--- src/rtl/clk_consumer_pkg.sv ---
package clk_consumer_pkg;
   parameter int unsigned CC_SRC_W   = 3;
   parameter int unsigned CC_DIV_W   = 2;
   localparam int unsigned CC_FIELD_W = CC_SRC_W + CC_DIV_W;
   localparam int unsigned CC_RATIO_W = 3;

   // divide code to ratio; code 2 is 1 or 3 depending on the variant
   function automatic logic [CC_RATIO_W-1:0] cc_ratio(input logic [CC_DIV_W-1:0] code,
                                                      input bit ext_div3);
      case (code)
         2'd0:    return 3'd1;
         2'd1:    return 3'd4;
         2'd2:    return ext_div3 ? 3'd3 : 3'd1;
         default: return 3'd2;
      endcase
   endfunction
endpackage

--- src/rtl/clk_consumer_cfg.sv ---
module clk_consumer_cfg #(
   parameter int unsigned REG_W  = 32,
   parameter int unsigned USED_W = 30
) (
   input  logic              clk,
   input  logic              rst_n,
   input  logic              wr_en,
   input  logic [REG_W-1:0]  wr_data,
   input  logic              rd_en,
   output logic [REG_W-1:0]  rd_data,
   output logic [USED_W-1:0] cfg_q
);
   if (USED_W > REG_W) begin : g_chk_used
      $error("USED_W must not exceed REG_W");
   end

   always_ff @(posedge clk) begin
      if (!rst_n) begin
         cfg_q   <= '0;
         rd_data <= '0;
      end else begin
         if (wr_en) cfg_q   <= wr_data[USED_W-1:0];
         if (rd_en) rd_data <= REG_W'(cfg_q);
      end
   end

   // reserved upper bits never read back as one
   a_r2_reserved_zero: assert property (@(posedge clk) disable iff (!rst_n)
      (rd_data >> USED_W) == '0);
   // read data reflects the word one cycle after a read strobe
   a_r10_read_latency: assert property (@(posedge clk) disable iff (!rst_n)
      rd_en |=> rd_data[USED_W-1:0] == $past(cfg_q));
endmodule

--- src/rtl/clk_consumer_lane.sv ---
module clk_consumer_lane
   import clk_consumer_pkg::*;
#(
   parameter int unsigned N_SRC    = 7,
   parameter bit          EXT_DIV3 = 1'b0
) (
   input  logic                clk,
   input  logic                rst_n,
   input  logic [N_SRC-1:0]    src_en,
   input  logic [CC_SRC_W-1:0] req_src,
   input  logic [CC_DIV_W-1:0] req_div,
   output logic                out_clk,
   output logic                out_tick
);
   localparam int unsigned CNT_W = CC_RATIO_W - 1;

   logic [CC_SRC_W-1:0]   act_src;
   logic [CC_DIV_W-1:0]   act_div;
   logic [CNT_W-1:0]      cnt;
   logic                  clk_q, tick_q;
   logic                  sel_en, last, boundary, commit;
   logic [CC_RATIO_W-1:0] ratio;

   // source code 0 is off; code i+1 picks enable bit i
   always_comb begin
      sel_en = 1'b0;
      for (int i = 0; i < N_SRC; i++) begin
         if (act_src == CC_SRC_W'(i + 1)) sel_en = src_en[i];
      end
   end

   assign ratio    = cc_ratio(act_div, EXT_DIV3);
   assign last     = ({1'b0, cnt} == ratio - 3'd1);
   assign boundary = (cnt == '0) && !clk_q;
   assign commit   = boundary && ({req_src, req_div} != {act_src, act_div});

   always_ff @(posedge clk) begin
      if (!rst_n) begin
         act_src <= '0;
         act_div <= '0;
         cnt     <= '0;
         clk_q   <= 1'b0;
         tick_q  <= 1'b0;
      end else begin
         tick_q <= 1'b0;
         if (commit) begin
            act_src <= req_src;
            act_div <= req_div;
         end else if (sel_en) begin
            if (last) begin
               cnt    <= '0;
               clk_q  <= ~clk_q;
               tick_q <= ~clk_q;
            end else begin
               cnt <= cnt + CNT_W'(1);
            end
         end
      end
   end

   assign out_clk  = clk_q;
   assign out_tick = tick_q;

   // configuration only moves while the output was low and idle
   a_r8_commit_at_boundary: assert property (@(posedge clk) disable iff (!rst_n)
      !$stable({act_src, act_div}) |-> (!$past(clk_q) && $past(cnt) == '0));
   // a disabled consumer is low and silent
   a_r6_off_quiet: assert property (@(posedge clk) disable iff (!rst_n)
      (act_src == '0) |-> (!clk_q && !tick_q));
   // no input pulse, no output movement
   a_r9_stall_hold: assert property (@(posedge clk) disable iff (!rst_n)
      !sel_en |=> ($stable(clk_q) && !tick_q));
   // tick only on the rising output edge
   a_r4_tick_on_rise: assert property (@(posedge clk) disable iff (!rst_n)
      tick_q |-> (clk_q && !$past(clk_q)));
   // divide counter stays below the ratio
   a_r4_cnt_bound: assert property (@(posedge clk) disable iff (!rst_n)
      {1'b0, cnt} < ratio);
endmodule

--- src/rtl/clk_consumer_mux.sv ---
module clk_consumer_mux
   import clk_consumer_pkg::*;
#(
   parameter int unsigned N_CONS   = 6,
   parameter int unsigned N_SRC    = 7,
   parameter int unsigned REG_W    = 32,
   parameter bit          EXT_DIV3 = 1'b0
) (
   input  logic              clk,
   input  logic              rst_n,
   input  logic [N_SRC-1:0]  src_en,
   input  logic              cfg_we,
   input  logic [REG_W-1:0]  cfg_wdata,
   input  logic              cfg_re,
   output logic [REG_W-1:0]  cfg_rdata,
   output logic [N_CONS-1:0] cons_clk,
   output logic [N_CONS-1:0] cons_tick
);
   localparam int unsigned USED_W = N_CONS * CC_FIELD_W;

   if (USED_W > REG_W) begin : g_chk_fit
      $error("selector fields do not fit the control word");
   end
   if (N_SRC > (1 << CC_SRC_W) - 1) begin : g_chk_src
      $error("too many sources for the source code width");
   end

   logic [USED_W-1:0] cfg_q;

   clk_consumer_cfg #(.REG_W(REG_W), .USED_W(USED_W)) u_cfg (
      .clk     (clk),
      .rst_n   (rst_n),
      .wr_en   (cfg_we),
      .wr_data (cfg_wdata),
      .rd_en   (cfg_re),
      .rd_data (cfg_rdata),
      .cfg_q   (cfg_q)
   );

   for (genvar k = 0; k < N_CONS; k++) begin : g_lane
      clk_consumer_lane #(.N_SRC(N_SRC), .EXT_DIV3(EXT_DIV3)) u_lane (
         .clk      (clk),
         .rst_n    (rst_n),
         .src_en   (src_en),
         .req_src  (cfg_q[k*CC_FIELD_W + CC_DIV_W +: CC_SRC_W]),
         .req_div  (cfg_q[k*CC_FIELD_W +: CC_DIV_W]),
         .out_clk  (cons_clk[k]),
         .out_tick (cons_tick[k])
      );
   end
endmodule

--- config.mk ---
export PLATFORM = sky130hd
export DESIGN_NAME = clk_consumer_mux
export DESIGN_NICKNAME = d
export VERILOG_FILES = /design/src/rtl/clk_consumer_pkg.sv /design/src/rtl/clk_consumer_cfg.sv /design/src/rtl/clk_consumer_lane.sv /design/src/rtl/clk_consumer_mux.sv
export SDC_FILE = /design/constraint.sdc
export NUM_CORES = 1
export LEC_CHECK = 0
export BUFFER_PORTS_ARGS = -buffer_cell sky130_fd_sc_hd__buf_2
export CORE_ASPECT_RATIO = 2
export CORE_MARGIN = 1
export CORE_UTILIZATION = 25
export DETAILED_ROUTE_END_ITERATION = 8
export PLACE_DENSITY = 0.54
export SLEW_MARGIN = 20
export SYNTH_ARGS = -nofsm -noshare
export SYNTH_HDL_FRONTEND = slang
export SYNTH_SLANG_ARGS = --single-unit
--- constraint.sdc ---
create_clock -name clk -period 2.94 [get_ports clk]
set_input_delay 0.588 -clock clk [delete_from_list [all_inputs] [get_ports clk]]
set_output_delay 0.588 -clock clk [all_outputs]
set_load 0.01 [all_outputs]
==> impl_metrics.py <==
metrics = {
    "yosys": {
        "syn_inst": 529,
        "synth_area_sq_um": 5460,
        "ys_types": 33,
        "synth-seq-cells": 114,
        "yosysWarningCount": 0,
        "ys_seq_area_share_pct": 41.8,
        "avgSynthCellArea_sq_um": 10.3,
    },
    "setup_path": {
        "r2r-start": "g_lane[1].u_lane.act_src[2]",
        "endpoint_kind": "flip-flop",
        "path_max_fanout": 6,
        "worst_setup_path_start_kind": "flip-flop",
        "cp_slowest_cell": "o31ai_1",
        "cp_slowest_stage_delay_ps": 500,
        "startpoint": "g_lane[1].u_lane.act_src[2]",
        "arrival_ps": 2090,
        "path_class": "reg -> reg",
        "required_ps": 3280,
        "path_cells": "xnor2_1, nand3_1, o31ai_1, and2b_2, mux2i_1",
    },
    "global_route": {
        "grt_max_degree": 37,
        "grt.total_usage_pct": 12.0,
        "antenna_found_initial": 0,
        "globalRouteOverflowTotal": 0,
        "grt_pass1_wl_mm": 19.8,
        "grt_pass1_vias": 3726,
    },
    "power_and_ir_drop": {
        "swShare_pct": 24.2,
        "p_leak_nw": 2.74,
        "ir_worst_vdd_uv": 277,
        "p_sw_mw": 1.04,
        "combPwrFrac_pct": 9.3,
        "pwr-share-seq_pct": 39.2,
        "p_per_area_nw_per_um2": 642,
        "p_total_mw": 4.28,
        "internal_power_mw": 3.25,
        "clockPowerShare_pct": 51.5,
    },
    "sta": {
        "max_slew_margin_pct": 48.7,
        "max_freq_mhz": 573,
        "maxSlewViolCount": 0,
        "period_share_pct": 59.3,
        "finalHoldViolations": 0,
        "fin_tns_setup_ps": 0,
        "period_minus_slack_ps": 1740,
        "skew_ps": 7.52,
        "rsz0062_at_grt": "false",
        "setup_violations": 0,
        "tightestPinTransition_ps": 769,
    },
    "clock_network": {
        "clockBufferDepth": 2,
        "cts.sinks": 114,
        "cts_setup_buffers": 0,
        "htree_levels": 4,
        "post_cts_resized": 0,
        "root_buffer": "clkbuf_16",
        "ctsHoldBuffers": 0,
        "clkLatencyLatePin_ps": 420,
        "cts_tree": "yes",
        "cts_made_buffers": 17,
        "path_clk_slew_ps": 60,
    },
    "floorplan": {
        "start_util_pct": 25.4,
        "core_area_sq_um": 21500,
        "fp.dieH_microns": 211,
        "io_pins": 87,
        "die_area_sq_um": 22500,
        "std_cell_rows": 76,
        "die_w_microns": 106,
    },
    "layout": {
        "num_antenna_cells": 0,
        "syn_to_final_growth_pct": 22.2,
        "nNetsFinal": 645,
        "drive_gt1_share_pct": 22.8,
    },
    "worst_hold_path": {
        "min_path_type": "in -> reg",
        "hold_start": "cfg_wdata[19]",
    },
    "drt": {
        "drc_errors": 0,
        "detail_route.wirelength_mm": 12.7,
        "ant_nets": 0,
        "vias_per_cell": 4.26,
        "wire_per_inst_microns": 14.4,
        "vias": 3754,
        "dr.pass1.iters": 6,
        "drt-initial-drc-count": 86,
    },
    "place": {
        "place_congestion": 0.764,
        "hpwl_mm": 9.05,
        "port_buffers": 82,
    },
    "outcome": {
        "outcome": "complete, no violations",
    },
    "run": {
        "drv_cap": 0,
    },
}
[logic make-up (layout without fill, tap and decap cells)]
family	after synthesis	in the layout	share of synthesized area, %
AO/OA/AOI/OAI	28	28	3.62
buffers and inverters	59	138	5.59
multiplexers	122	122	23.8
XOR/XNOR	35	35	5.62
AND/OR/NAND/NOR	164	164	18.1
other	1	2	0.0687
adder cells (fa/ha/maj)	6	6	1.38
flip-flops	114	114	41.8
[power by group through the flow]
stage	clock network, mW	logic (mW)	registers, mW
finish	2.21	0.398	1.68
global route	2.34	0.438	1.69
CTS	2.28	0.408	1.68
detailed placement	0	0.406	1.71
global placement	0	0.403	1.71
floorplan	0	0.300	1.70
[through the flow]
| step | std cells | setup WS [ps] | util [%] | instance area (sq um) | hold WS [ps] |
|---|---|---|---|---|---|
| floorplan | 530 | 1320 | - | 5460 | 448 |
| global placement | 850 | 974 | 28.1 | 6040 | 466 |
| detailed placement | 850 | 962 | 28.1 | 6040 | 471 |
| CTS | 882 | 1160 | 31.0 | 6670 | 397 |
| global route | 882 | 1050 | 31.0 | 6670 | 428 |
| finish | 882 | 1200 | 31.0 | 6670 | 423 |
[worst paths after layout]
path / end / slack, ps / cells after the start
min: u_cfg.cfg_q[19] / 420 / 3
max reg2reg: g_lane[1].u_lane.cnt[0] / 1200 / 5
min reg2reg: g_lane[5].u_lane.cnt[1] / 480 / 2
max: g_lane[1].u_lane.cnt[0] / 1200 / 5
[critical path, delay by kind of cell (launching register included)]
kind / cells / cell delay (ps)
AO/OA/AOI/OAI: 1 / 500
XOR/XNOR: 1 / 160
flip-flops: 1 / 480
multiplexers: 1 / 170
AND/OR/NAND/NOR: 2 / 360
[sequential cells by signal, summed over array words and instances (netlist names)]
| name | flops |
|---|---|
| g_lane.u_lane.act_div | 12 |
| g_lane.u_lane.out_tick | 6 |
| g_lane.u_lane.out_clk | 6 |
| g_lane.u_lane.act_src | 18 |
| u_cfg.rd_data | 30 |
| g_lane.u_lane.cnt | 12 |
| u_cfg.cfg_q | 30 |
[Yosys cell counts]
cell type / instances / area share [%]
a21boi_0: 4 / 0.55
a21oi_1: 1 / 0.092
a31o_2: 1 / 0.16
a31oi_1: 8 / 0.92
and2b_1: 1 / 0.14
and2b_2: 1 / 0.16
and4b_1: 2 / 0.37
buf_1: 3 / 0.21
buf_2: 1 / 0.092
buf_4: 18 / 2.5
buf_6: 2 / 0.41
clkbuf_1: 23 / 1.6
conb_1: 1 / 0.069
dfxtp_1: 114 / 42
ha_1: 6 / 1.4
inv_1: 12 / 0.83
mux2i_1: 116 / 21
mux4_2: 6 / 2.5
nand2_1: 29 / 2.0
nand2b_1: 13 / 1.5
nand3_1: 10 / 0.92
nor2_1: 4 / 0.28
nor2_2: 2 / 0.23
nor2b_1: 88 / 10
nor3_1: 10 / 0.92
nor4_4: 4 / 1.6
o211ai_1: 9 / 1.2
o21ai_0: 1 / 0.092
o21bai_1: 2 / 0.28
o31a_1: 1 / 0.16
o31ai_1: 1 / 0.14
xnor2_1: 14 / 2.2
xor2_1: 21 / 3.4
[routing by layer]
metal	vias to the layer above	routed length (microns)	global-route usage [%]
li1	1910	-	-
met3	14	356	2.34
met5	-	0	0
met1	1764	5230	12.9
met4	0	268	6.47
met2	66	6830	21.7
[layout make-up]
type / instances / area [sq um]
inverter: 12 / 45.0
clock inverter: 13 / 185
multi-input combinational: 357 / 2870
fill: 2298 / 14800
sequential: 114 / 2280
clock buffer: 19 / 443
timing repair buffer: 94 / 500
tap: 273 / 342
[placed cells by master, fill, tap and decap left out, drive strengths merged, types with 5 or more instances in the layout]
cell      Yosys  layout
dfxtp       114     114
mux2i       116     116
clkinvlp      0       5
inv          12      12
nand3        10      10
clkbuf       23      19
o211ai        9       9
nor2b        88      88
nand2b       13      13
nor2          6       6
buf          24      94
a31oi         8       8
ha            6       6
nand2        29      29
mux4          6       6
nor3         10      10
xnor2        14      14
xor2         21      21
Power figures use the tool's default switching activity.
